$ cat config.mk
export PLATFORM = sky130hd
export DESIGN_NAME = wdt_pwm_timer
export DESIGN_NICKNAME = d
export VERILOG_FILES = /design/src/rtl/tmr_pkg.sv /design/src/rtl/tmr_tick_gen.sv /design/src/rtl/tmr_counter.sv /design/src/rtl/tmr_pin_out.sv /design/src/rtl/wdt_pwm_timer.sv
export SDC_FILE = /design/constraint.sdc
export NUM_CORES = 1
export LEC_CHECK = 0
export BUFFER_PORTS_ARGS = -buffer_cell sky130_fd_sc_hd__clkbuf_2
export CAP_MARGIN = 20
export CELL_PAD_IN_SITES_DETAIL_PLACEMENT = 1
export CELL_PAD_IN_SITES_GLOBAL_PLACEMENT = 1
export CORE_MARGIN = 2
export CORE_UTILIZATION = 30
export CTS_CLUSTER_SIZE = 28
export DETAILED_ROUTE_END_ITERATION = 8
export PLACE_DENSITY = 0.65
export SYNTH_ARGS = -nofsm -noshare
export SYNTH_HDL_FRONTEND = slang
export SYNTH_SLANG_ARGS = --single-unit
$ cat constraint.sdc
create_clock -name clk -period 3.8 [get_ports clk]
set_clock_uncertainty 0.05 [all_clocks]
set_input_delay 0.76 -clock clk [delete_from_list [all_inputs] [get_ports clk]]
set_output_delay 0.76 -clock clk [all_outputs]
set_load 0.02 [all_outputs]
$ cat src/rtl/tmr_pkg.sv
package tmr_pkg;
   localparam int CTL_BITS = 10;
   localparam logic [3:0] MODE_WDOG = 4'b1001;
   localparam logic [3:0] MODE_PWM  = 4'b0111;
   localparam logic [1:0] A_CTL  = 2'd0;
   localparam logic [1:0] A_LOAD = 2'd1;
   localparam logic [1:0] A_CMP  = 2'd2;
   localparam logic [1:0] A_STAT = 2'd3;

   typedef struct packed {
      logic [3:0] mode;
      logic       csel;
      logic       oie;
      logic       cie;
      logic       inv;
      logic       rld;
      logic       en;
   } ctl_t;
endpackage

$ cat src/rtl/tmr_tick_gen.sv
module tmr_tick_gen #(
   parameter int INT_DIV = 2
) (
   input  logic clk,
   input  logic rst_n,
   input  logic en,
   input  logic ext_sel,
   input  logic ext_tick,
   output logic tick
);
   generate
      if (INT_DIV < 1) begin : g_bad_div
         $error("INT_DIV must be at least 1");
      end
      if (INT_DIV == 1) begin : g_nodiv
         assign tick = en & (ext_sel ? ext_tick : 1'b1);
      end else begin : g_div
         localparam int DW = $clog2(INT_DIV);
         localparam logic [DW-1:0] LAST = DW'(INT_DIV - 1);
         logic [DW-1:0] div_q;
         always_ff @(posedge clk or negedge rst_n) begin
            if (!rst_n)                 div_q <= '0;
            else if (!en || ext_sel)    div_q <= '0;
            else if (div_q == LAST)     div_q <= '0;
            else                        div_q <= div_q + 1'b1;
         end
         assign tick = en & (ext_sel ? ext_tick : (div_q == LAST));
      end
   endgenerate
endmodule

$ cat src/rtl/tmr_counter.sv
module tmr_counter #(
   parameter int CNT_W = 24
) (
   input  logic             clk,
   input  logic             rst_n,
   input  logic             en,
   input  logic             en_rise,
   input  logic             tick,
   input  logic             reload_en,
   input  logic             mode_pwm,
   input  logic             ld_force,
   input  logic [CNT_W-1:0] ld_val,
   input  logic [CNT_W-1:0] load_q,
   input  logic [CNT_W-1:0] cmp_q,
   output logic [CNT_W-1:0] cnt,
   output logic             cmp_hit,
   output logic             ovf_hit
);
   logic [CNT_W-1:0] cnt_q, nxt;
   logic [CNT_W:0]   inc;
   logic             first_q, rld_q, step;

   assign step = tick & en;
   assign inc  = {1'b0, cnt_q} + 1'b1;

   always_comb begin
      nxt     = cnt_q;
      ovf_hit = 1'b0;
      if (step) begin
         if (first_q || rld_q) begin
            nxt = load_q;
         end else if (inc[CNT_W]) begin
            ovf_hit = 1'b1;
            nxt     = mode_pwm ? load_q : '0;
         end else begin
            nxt = inc[CNT_W-1:0];
         end
      end
   end

   assign cmp_hit = step & (nxt == cmp_q);

   always_ff @(posedge clk or negedge rst_n) begin
      if (!rst_n) begin
         cnt_q   <= '0;
         first_q <= 1'b0;
         rld_q   <= 1'b0;
      end else if (en_rise) begin
         cnt_q   <= '0;
         first_q <= 1'b1;
         rld_q   <= 1'b0;
      end else if (ld_force) begin
         cnt_q   <= ld_val;
         first_q <= 1'b0;
         rld_q   <= 1'b0;
      end else if (step) begin
         cnt_q   <= nxt;
         first_q <= 1'b0;
         rld_q   <= cmp_hit & reload_en;
      end
   end

   assign cnt = cnt_q;

   p_first_load_r2: assert property (@(posedge clk) disable iff (!rst_n)
      (step && first_q && !en_rise && !ld_force) |=> (cnt_q == $past(load_q)));
   p_hold_stopped_r10: assert property (@(posedge clk) disable iff (!rst_n)
      (!en && !en_rise) |=> $stable(cnt_q));
endmodule

$ cat src/rtl/tmr_pin_out.sv
module tmr_pin_out (
   input  logic clk,
   input  logic rst_n,
   input  logic en,
   input  logic mode_wd,
   input  logic mode_pwm,
   input  logic inv,
   input  logic tick,
   input  logic cmp_hit,
   input  logic ovf_hit,
   output logic pin
);
   logic act_q;

   always_ff @(posedge clk or negedge rst_n) begin
      if (!rst_n)                act_q <= 1'b0;
      else if (!en)              act_q <= 1'b0;
      else if (mode_wd) begin
         if (ovf_hit)            act_q <= 1'b1;
         else if (tick)          act_q <= 1'b0;
      end else if (mode_pwm) begin
         if (ovf_hit)            act_q <= 1'b0;
         else if (cmp_hit)       act_q <= ~act_q;
      end else                   act_q <= 1'b0;
   end

   assign pin = ~((en & act_q) ^ inv);

   p_pulse_one_tick_r7: assert property (@(posedge clk) disable iff (!rst_n)
      (en && mode_wd && act_q && tick && !ovf_hit) |=> !act_q);
endmodule

$ cat src/rtl/wdt_pwm_timer.sv
module wdt_pwm_timer
   import tmr_pkg::*;
#(
   parameter int CNT_W   = 24,
   parameter int INT_DIV = 2
) (
   input  logic             clk,
   input  logic             rst_n,
   input  logic             wr_en,
   input  logic [1:0]       wr_addr,
   input  logic [CNT_W-1:0] wr_data,
   input  logic             ext_tick,
   output logic [CNT_W-1:0] count,
   output logic             cmp_flag,
   output logic             ovf_flag,
   output logic             cmp_irq,
   output logic             ovf_irq,
   output logic             tmr_pin
);
   generate
      if (CNT_W < CTL_BITS) begin : g_bad_width
         $error("CNT_W must cover the control word");
      end
   endgenerate

   ctl_t             ctl_q, ctl_new;
   logic [CNT_W-1:0] load_q, cmp_q;
   logic             ctl_wr, ld_wr, cmp_wr, st_wr;
   logic             en_rise, ld_force, tick, cmp_hit, ovf_hit;
   logic             mode_wd, mode_pwm, cflag_q, oflag_q;

   assign ctl_wr  = wr_en & (wr_addr == A_CTL);
   assign ld_wr   = wr_en & (wr_addr == A_LOAD);
   assign cmp_wr  = wr_en & (wr_addr == A_CMP);
   assign st_wr   = wr_en & (wr_addr == A_STAT);
   assign ctl_new = ctl_t'(wr_data[CTL_BITS-1:0]);
   assign en_rise = ctl_wr & ctl_new.en & ~ctl_q.en;
   assign ld_force = ld_wr & ctl_q.en;
   assign mode_wd  = (ctl_q.mode == MODE_WDOG);
   assign mode_pwm = (ctl_q.mode == MODE_PWM);

   always_ff @(posedge clk or negedge rst_n) begin
      if (!rst_n) begin
         ctl_q  <= '0;
         load_q <= '0;
         cmp_q  <= '0;
      end else begin
         if (ctl_wr) ctl_q  <= ctl_new;
         if (ld_wr)  load_q <= wr_data;
         if (cmp_wr) cmp_q  <= wr_data;
      end
   end

   always_ff @(posedge clk or negedge rst_n) begin
      if (!rst_n) begin
         cflag_q <= 1'b0;
         oflag_q <= 1'b0;
      end else begin
         cflag_q <= cmp_hit | (cflag_q & ~(st_wr & wr_data[0]));
         oflag_q <= ovf_hit | (oflag_q & ~(st_wr & wr_data[1]));
      end
   end

   tmr_tick_gen #(.INT_DIV(INT_DIV)) u_tick (
      .clk(clk), .rst_n(rst_n), .en(ctl_q.en), .ext_sel(ctl_q.csel),
      .ext_tick(ext_tick), .tick(tick)
   );

   tmr_counter #(.CNT_W(CNT_W)) u_cnt (
      .clk(clk), .rst_n(rst_n), .en(ctl_q.en), .en_rise(en_rise), .tick(tick),
      .reload_en(ctl_q.rld & ~mode_pwm), .mode_pwm(mode_pwm),
      .ld_force(ld_force), .ld_val(wr_data), .load_q(load_q), .cmp_q(cmp_q),
      .cnt(count), .cmp_hit(cmp_hit), .ovf_hit(ovf_hit)
   );

   tmr_pin_out u_pin (
      .clk(clk), .rst_n(rst_n), .en(ctl_q.en), .mode_wd(mode_wd),
      .mode_pwm(mode_pwm), .inv(ctl_q.inv), .tick(tick), .cmp_hit(cmp_hit),
      .ovf_hit(ovf_hit), .pin(tmr_pin)
   );

   assign cmp_flag = cflag_q;
   assign ovf_flag = oflag_q;
   assign cmp_irq  = cflag_q & ctl_q.cie;
   assign ovf_irq  = oflag_q & ctl_q.oie;

   p_cmp_flag_r4: assert property (@(posedge clk) disable iff (!rst_n)
      cmp_hit |=> cmp_flag);
   p_ovf_flag_r6: assert property (@(posedge clk) disable iff (!rst_n)
      ovf_hit |=> ovf_flag);
   p_idle_pin_r10: assert property (@(posedge clk) disable iff (!rst_n)
      !ctl_q.en |-> (tmr_pin == !ctl_q.inv));
endmodule

# Yosys cells after proc, flatten, opt, wreduce, memory -nomap -nowiden
# Index checks and enable logic that the tools add are counted.
# W data, S select, Z words.
[totals]
mem_bits_ro = 0
output_inout_bits = 29
ram_bits = 0
latchBits = 0
in_bits = 30
word_cells = 86
regBits = 88
memories = 0
[op_classes]
n_eq_ne = 8
mul = 0
div_mod_pow = 0
reduce_logical = 6
shifts = 0
n_bitwise = 28
mux = 26
addsub = 2
magnitude_cmp = 0
[op_table]
columns = ["op", "count"]
rows = [
  ["$mux W24", 7],
  ["$add A24 B1 Y25 const B", 1],
  ["$eq A24 B24 Y1", 1],
  ["$and A1 B1 Y1", 19],
  ["$mux W1", 19],
  ["$not A1 Y1", 6],
  ["$ne A5 B5 Y1 const B", 1],
  ["$eq A2 B2 Y1 const B", 2],
  ["$eq A4 B3 Y1 const B", 1],
  ["$eq A4 B4 Y1 const B", 1],
  ["$ne A4 B3 Y1 const B", 1],
  ["$reduce_bool A3 Y1", 1],
  ["$eq A2 B1 Y1 const B", 1],
  ["$logic_not A2 Y1", 1],
  ["$logic_or A1 B1 Y1", 2],
  ["$or A1 B1 Y1", 2],
  ["$reduce_and A2 Y1", 1],
  ["$add A1 B1 Y1 const B", 1],
  ["$logic_not A1 Y1", 1],
  ["$xor A1 B1 Y1", 1],
]

# Longest topological paths before layout
# Gate-level depths: netlist (run 1).
[depth]
ltp_word = 12
ltp_mapped = 12

# Modules after synthesis
# Synthesis (run 1) repeated with hierarchy kept, for this count alone.
[unflattened]
hier_cells = 616
hier_area_um2 = 5978.2
[by_module_without_submodules]
columns = ["module", "area_each_um2", "seq_area_each_um2", "cells_each", "instances"]
rows = [
  ["tmr_counter", 3321.9, 650.6, 465, 1],
  ["wdt_pwm_timer", 2531.2, 1501.4, 138, 1],
  ["tmr_pin_out", 76.3, 25.0, 9, 1],
  ["tmr_tick_gen", 48.8, 25.0, 4, 1],
]

# Worst setup path before layout (run 1)
# No wires, ideal clock.
[synth_timing]
path_type = "flip-flop to flip-flop"
startpoint = "reg u_cnt.cnt_q[15] (netlist: u_cnt.cnt[15])"
endpoint = "reg u_pin.act_q"
setup_slack_ns = 0.316
stages_incl_launch_ff = 11
t_arrival_ns = 3.289
period_less_slack_ns = 3.484
cell_sequence = "dfrtp_1 buf_2 nand4_2 or4_4 o21ai_2 o22ai_1 a32o_1 or4_1 or4b_1 o311ai_1 o221ai_1"
[synth_between]
elab_chain_cells = 8
[synth_rtl]
columns = ["item", "line", "text"]
rows = [
  ["from (decl)", "tmr_counter.sv:19", "logic [CNT_W-1:0] cnt_q, nxt;"],
  ["from (signal assigned)", "tmr_counter.sv:53", "cnt_q <= ld_val;"],
  ["from (signal assigned)", "tmr_counter.sv:57", "cnt_q <= nxt;"],
  ["$add A24 B1 Y25", "tmr_counter.sv:24", "assign inc = {1'b0, cnt_q} + 1'b1;"],
  ["$mux W24 / $mux W1 (equally long branches)", "tmr_counter.sv:32", "end else if (inc[CNT_W]) begin"],
  ["$mux W24 / $mux W1 (equally long branches)", "tmr_counter.sv:30", "if (first_q || rld_q) begin"],
  ["$mux W24 / $mux W1 (equally long branches)", "tmr_counter.sv:29", "if (step) begin"],
  ["$eq A24 B24 Y1 / $mux W1 (equally long branches)", "tmr_counter.sv:41, tmr_pin_out.sv:22", ""],
  ["$and A1 B1 Y1 / $mux W1 (equally long branches)", "tmr_counter.sv:41, tmr_pin_out.sv:21", ""],
  ["$ne A5 B5 Y1 (no line) / $mux W1 (equally long branches)", "n/a", ""],
  ["$reduce_and A2 Y1 (no line) / $mux W1 (equally long branches)", "n/a", ""],
  ["to (signal assigned)", "tmr_pin_out.sv:23", "else if (cmp_hit) act_q <= ~act_q;"],
  ["to (decl)", "tmr_pin_out.sv:13", "logic act_q;"],
]
# Several ways; a longest one is shown, not always the timed one.
# A chain may end at the register's enable or synchronous reset.

# Final worst setup path (run 1)
[layout_timing]
startpoint = "reg u_cnt.cnt_q[7] (netlist: u_cnt.cnt[7])"
endpoint = "reg u_pin.act_q"
# The elaborated chain is that of the path after synthesis.

==> summary.txt, run 1 <==
setup ws final = 118.0 ps
H-tree Lvls = 3
post-layout net count = 753
Worst path depth = 9
CP top delay family = simple AND/OR/NAND/NOR gates
DRT Pass-1 Iters = 5
Die Ht = 141.1 µm
core area = 18580 µm²
layout cell share with drive strength beyond 1 = 34.11%
post-synthesis cell type count = 74
fin util = 38.53%
vias in the first global route = 6072
final setup fails = 0
total CTS buffers = 9
n_diodes = 0
Post-synth EDFFs = 0
critical path cell sequence = nand4_4, or4_1, a211oi_2, o22ai_2, a32o_2, or4_1, or4b_4, o311ai_1, o221ai_1
crit path capture = u_pin.act_q
CP arrival = 3850 ps
Seq cells post-synth = 88
Max transition margin = 44.80%
Place WS = -33.21 ps
Critical Path RT = 3970 ps
Fmax achieved = 0.2716 GHz
mapped cell area = 5637 µm²
die footprint = 19900 µm²
gr usage total = 25.78%
layout filler cell count = 2150
Die Width = 141.1 µm
drt drc = 0
kind of critical path = reg2reg
Startpoint Class = flop
hold_buf cts = 0
FF-to-FF path depth = 9
CP Launch Point = u_cnt.cnt[7]
Async SR Flop Fraction = 100.0%
WL final = 25050 µm
Starting Density = 30.34%
worst hold slack = 417.6 ps
min-delay worst type = reg2reg
status = finished, final reports clean
initial DRC count = 516
CP Buf/Inv Count = 0
largest net degree at the start of global routing = 63
main flop type after synthesis = dfrtp_1
clock-pin slew on the worst setup and hold paths = 80 ps
detailed placer's ending HPWL = 19670 µm
power density over the cells = 657.0 nW/µm²
clock root buffer = clkbuf_16
synth warn = 0
CTS sink cnt = 88
DRT antenna net count = 0
Layout area overhead = 26.99%
Final Critical Period = 3682 ps
syn_nets = 640
GRT overflow = 0
FP Rows = 50
Worst Tran Pin Value = 828.0 ps
Critical Path Max Stage Delay = 580 ps
Avg Cell Area, Syn = 9.256 µm²
Slew Viols, Final = 0
CTS max path bufs = 2
CP endpoint kind = flop
max-cap viol count = 0
Seq/Total Area, Yosys = 39.07%
clock latency on the worst-skew pair = 360 ps
Placer Congestion = 1.040
WHS Path Cells = 1
first-pass GRT wire length = 38470 µm
Gate Count Post-Synth = 609
Final period util = 96.89%
Most common cell on crit path = or4_1
Pleak = 0.003026 µW
initial antenna violation count = 0
final hold vios = 0
port bufs = 58
Max rail drop VDD = 0.2260 mV
crit path max-delay cell type = or4_1
Critical R2R Capture = u_pin.act_q
FF-to-FF setup slack = 120 ps
# IOs = 59
RSZ-0062 raised after global routing = no
launching point of the worst reg2reg path = u_cnt.cnt[7]
clock tree from TritonCTS = done
Vias = 5795
CP max FO = 9
WL/cell = 26.07 µm
Vias/cell = 6.030
-- cell usage in the layout (no fill, tap or decap), types with 11 or more instances in the layout --
| cell type | instances |
|---|---|
| a21oi_1 | 24 |
| nand4_1 | 15 |
| inv_1 | 19 |
| clkbuf_2 | 57 |
| buf_4 | 80 |
| o21ai_0 | 18 |
| dfrtp_1 | 85 |
| nand2_1 | 46 |
| nor3_1 | 18 |
| or4_1 | 11 |
| nor2_1 | 55 |
| a211oi_1 | 14 |
| nand3_1 | 23 |
| mux2_2 | 58 |
-- metal layers --
metal	share of wire [%]	GRT usage (%)	up-vias	wire length, µm
met2	47	41.47	216	11680
met4	2.4	8.579	0	605
met3	4.7	3.227	42	1167
li1	-	-	2549	-
met1	46	35.98	2988	11610
met5	0	0	-	0
-- per-stage QoR --
| step | TNS [ps] | instance area [µm²] | instances | total power [µW] |
|---|---|---|---|---|
| 4_1_cts | 0 | 7083 | 961 | 4648 |
| 3_5_place_dp | -33.21 | 6710 | 945 | 3545 |
| 3_3_place_gp | -43.64 | 6710 | 945 | 3529 |
| 2_1_floorplan | 0 | 5637 | 609 | 2527 |
| 5_1_grt | 0 | 7158 | 961 | 4929 |
| 6_report | 0 | 7158 | 961 | 4703 |
-- cells by family after synthesis --
| group | synth area share, % |
|---|---|
| buf+inv | 4.195 |
| flops | 39.07 |
| mux | 12.12 |
| xor+xnor | 2.020 |
| compound gates | 18.98 |
| simple gates | 23.40 |
| fa+ha+maj | 0.2219 |
-- worst register-to-register path, cell delays in order (launching register included) --
cell and delay (ps):
dfrtp_1 470, nand4_4 270, or4_1 590, a211oi_2 230, o22ai_2 130, a32o_2 330
or4_1 490, or4b_4 570, o311ai_1 250, o221ai_1 180
-- timing repair --
action / CTS / global route
buffers inserted: 0 / 0
pin swaps: 0 / 3
gates resized for setup: 5 / 17
endpoints found under the setup margin: 2 / 2
hold endpoints to repair: 0 / 0
-- registers in the layout, indices dropped and copies added (netlist names) --
signal and count:
cmp_flag 1, ovf_flag 1, u_tick.g_div.div_q 1, u_cnt.rld_q 1, u_pin.act_q 1, ctl_q 10, cmp_q 24, u_cnt.first_q 1
u_cnt.cnt 24, load_q 24
-- power by group --
group | internal [µW] | switching (µW)
Combinational | 856 | 1340
Sequential | 1160 | 263
Clock | 652 | 424
Total | 2670 | 2030
-- synthesized netlist by cell type, types with 3 or more instances --
| library cell | n | share of area, % |
|---|---|---|
| o211a_1 | 4 | 0.71 |
| and2_1 | 7 | 0.78 |
| o32ai_1 | 3 | 0.47 |
| buf_4 | 3 | 0.40 |
| mux2_2 | 58 | 12 |
| nand3_1 | 23 | 2.0 |
| nand2_1 | 46 | 3.1 |
| a31oi_1 | 7 | 0.78 |
| nor2b_1 | 3 | 0.33 |
| inv_1 | 19 | 1.3 |
| nor3_1 | 19 | 1.7 |
| or4_1 | 11 | 1.5 |
| and4_1 | 3 | 0.47 |
| or3_1 | 10 | 1.1 |
| a21oi_1 | 24 | 2.1 |
| nand2b_1 | 4 | 0.44 |
| nor4_1 | 13 | 1.4 |
| o2111ai_1 | 5 | 0.78 |
| o21ai_0 | 18 | 1.6 |
| and3_1 | 10 | 1.1 |
| a211o_1 | 5 | 0.78 |
| o211ai_1 | 10 | 1.3 |
| o221ai_1 | 7 | 1.1 |
| xor2_1 | 8 | 1.2 |
| o31ai_1 | 6 | 0.80 |
| buf_1 | 3 | 0.20 |
| mux2i_1 | 3 | 0.53 |
| xnor2_1 | 5 | 0.78 |
| a211oi_1 | 16 | 2.1 |
| nor2_1 | 58 | 3.9 |
| o22ai_1 | 5 | 0.55 |
| a221oi_1 | 3 | 0.47 |
| nand4_1 | 15 | 1.7 |
| nand4b_1 | 4 | 0.62 |
| buf_2 | 5 | 0.44 |
| dfrtp_1 | 88 | 39 |
| clkbuf_1 | 27 | 1.8 |
-- worst min path at each step --
stage / startpoint / endpoint / slack [ps]
after floorplan: u_tick.g_div.div_q / u_tick.g_div.div_q / 380
after global placement: u_tick.g_div.div_q / u_tick.g_div.div_q / 400
after detailed placement: u_tick.g_div.div_q / u_tick.g_div.div_q / 400
after CTS: u_tick.g_div.div_q / u_tick.g_div.div_q / 410
after global routing: u_tick.g_div.div_q / u_tick.g_div.div_q / 450
final: u_tick.g_div.div_q / u_tick.g_div.div_q / 420
-- layout make-up --
class | count | area (µm²) | area share [%]
Sequential cell | 88 | 2206 | 30.82
Tap cell | 234 | 292.8 | 4.090
Clock buffer | 9 | 225.2 | 3.146
Timing Repair Buffer | 141 | 948.4 | 13.25
Inverter | 19 | 71.32 | 0.9963
Clock inverter | 7 | 123.9 | 1.730
Multi-Input combinational cell | 463 | 3291 | 45.97
Power figures use the tool's default switching activity.
==> inputs of run 2 (changes only) <==
MAX_ROUTING_LAYER = met4   (was unset)
==> run 2 against run 1 <==
  * Clock-buffer cell count rose by 1
  * Critical endpoint unchanged
  * Fmax rose by 0.20%
  * Total power fell by 3.6%
  * Die area did not move
  * Flip-flop and latch count did not move
==> summary.txt, run 2 (same netlist as run 1, synthesis figures left out) <==
status = finished, final reports clean
clock-pin slew on the worst setup and hold paths = 70 ps
hold_buf cts = 0
CP top delay family = simple AND/OR/NAND/NOR gates
final setup fails = 0
Final Critical Period = 3675 ps
most frequent cells in the layout = buf_4, dfrtp_1, mux2_2
min-delay worst type = in2async
kind of critical path = reg2reg
CTS sink cnt = 88
Worst Tran Pin Value = 786.9 ps
layout filler cell count = 2161
CP endpoint kind = flop
max-cap viol count = 0
drt drc = 0
largest net degree at the start of global routing = 36
Layout area overhead = 26.17%
Max rail drop VDD = 0.2438 mV
RSZ-0062 raised after global routing = no
clock tree from TritonCTS = done
H-tree Lvls = 3
core area = 18580 µm²
first-pass GRT wire length = 38650 µm
DRT antenna net count = 0
WL/cell = 26.11 µm
Pleak = 0.003008 µW
total CTS buffers = 9
GRT overflow = 0
post-layout net count = 759
Most common cell on crit path = buf_4
Final Instance Area = 7112 µm²
Die Width = 141.1 µm
DRT Pass-1 Iters = 7
Critical Path Max Stage Delay = 610 ps
vias in the first global route = 6110
Vias = 5798
Final period util = 96.70%
CTS max path bufs = 2
layout cell share with drive strength beyond 1 = 34.65%
Starting Density = 30.34%
Vias/cell = 5.990
FP Rows = 50
DR WL met2 = 11720 µm
power density over the cells = 637.2 nW/µm²
Fmax achieved = 0.2721 GHz
# IOs = 59
CP max FO = 3
gr usage total = 26.84%
Post-DP Area = 6713 µm²
crit path max-delay cell type = or4_4
die footprint = 19900 µm²
DRT met1 WL = 11560 µm
Placer Congestion = 1.005
clock root buffer = clkbuf_16
initial antenna violation count = 1
CP Buf/Inv Count = 2
initial DRC count = 410
detailed placer's ending HPWL = 19760 µm
Die Ht = 141.1 µm
clock latency on the worst-skew pair = 360 ps
top routing layer in use = met4
Slew Viols, Final = 0
critical path cell sequence = nand4_1, buf_4, or4_4, o21ai_4, buf_4, nor4_1, or4_1, or4b_1, nor4_4, nand3_1, o221ai_1
port bufs = 58
CP arrival = 3890 ps
commonest non-fill, non-tap cell in the layout = buf_4
Critical Path RT = 4020 ps
fin util = 38.28%
Startpoint Class = flop
Max transition margin = 47.48%
WL final = 25270 µm
routed wl met3 = 1164 µm
final hold vios = 0
-- run 2: cell types whose count changed in the layout (fill, tap and decap cells not counted), sizes merged --
| cell | previous run | this run |
|---|---|---|
| inv | 22 | 20 |
| clkbuf | 66 | 67 |
| bufinv | 3 | 1 |
| buf | 84 | 90 |
| diode | 0 | 1 |
| clkinv | 1 | 4 |
-- run 2: repair_timing --
action,in CTS,in global routing
setup buffers,0,4
pin swaps,0,4
setup endpoints to repair,2,2
gates resized for setup,3,14
-- run 2: area by class of cell --
cell class,count,area [µm²],area share [%]
diodes,1,2.502,0.03519
clock buffers,10,239.0,3.360
clock inverters,6,66.31,0.9324
inverters,19,71.32,1.003
multi-input cells,463,3257,45.80
flip-flops and latches,88,2210,31.07
well taps,234,292.8,4.117
repair buffers,147,973.4,13.69
-- run 2: layer usage --
metal | track usage [%] | vias to the layer above
li1 | - | 2560
met1 | 35.25 | 2966
met2 | 41.93 | 218
met3 | 3.906 | 54
met4 | 10.47 | 0
met5 | - | -
-- run 2: per-stage QoR --
step | TNS [ps] | hold WS, ps | setup WS, ps | power [µW] | instances
finish | 0 | 242.4 | 125.5 | 4532 | 968
global route | 0 | 259.6 | 6.711 | 4783 | 968
floorplan | 0 | 380.8 | 316.0 | 2527 | 609
detailed placement | -205.1 | 399.2 | -165.8 | 3536 | 947
CTS | 0 | 245.9 | 5.589 | 4498 | 963
global placement | -194.5 | 397.1 | -119.3 | 3494 | 947
-- run 2: path summary, 6_finish.rpt --
path	end	start	slack [ps]	cells past startpoint
setup / recovery	u_pin.act_q	u_cnt.cnt[12]	130	11
hold / removal	cmp_q[15]	rst_n	240	1
setup reg to reg	u_pin.act_q	u_cnt.cnt[12]	130	11
hold reg to reg	u_tick.g_div.div_q	u_tick.g_div.div_q	410	1
max in group asynchronous	u_cnt.cnt[10]	rst_n	2650	2
min in group clk	u_tick.g_div.div_q	u_tick.g_div.div_q	410	1
-- run 2: where the power goes --
group | total [µW] | internal (µW) | leakage, µW | switching [µW]
Clock | 934 | 530 | 0.000153 | 404
Sequential | 1450 | 1170 | 0.00104 | 284
Combinational | 2150 | 849 | 0.00181 | 1300
Total | 4530 | 2550 | 0.00301 | 1980
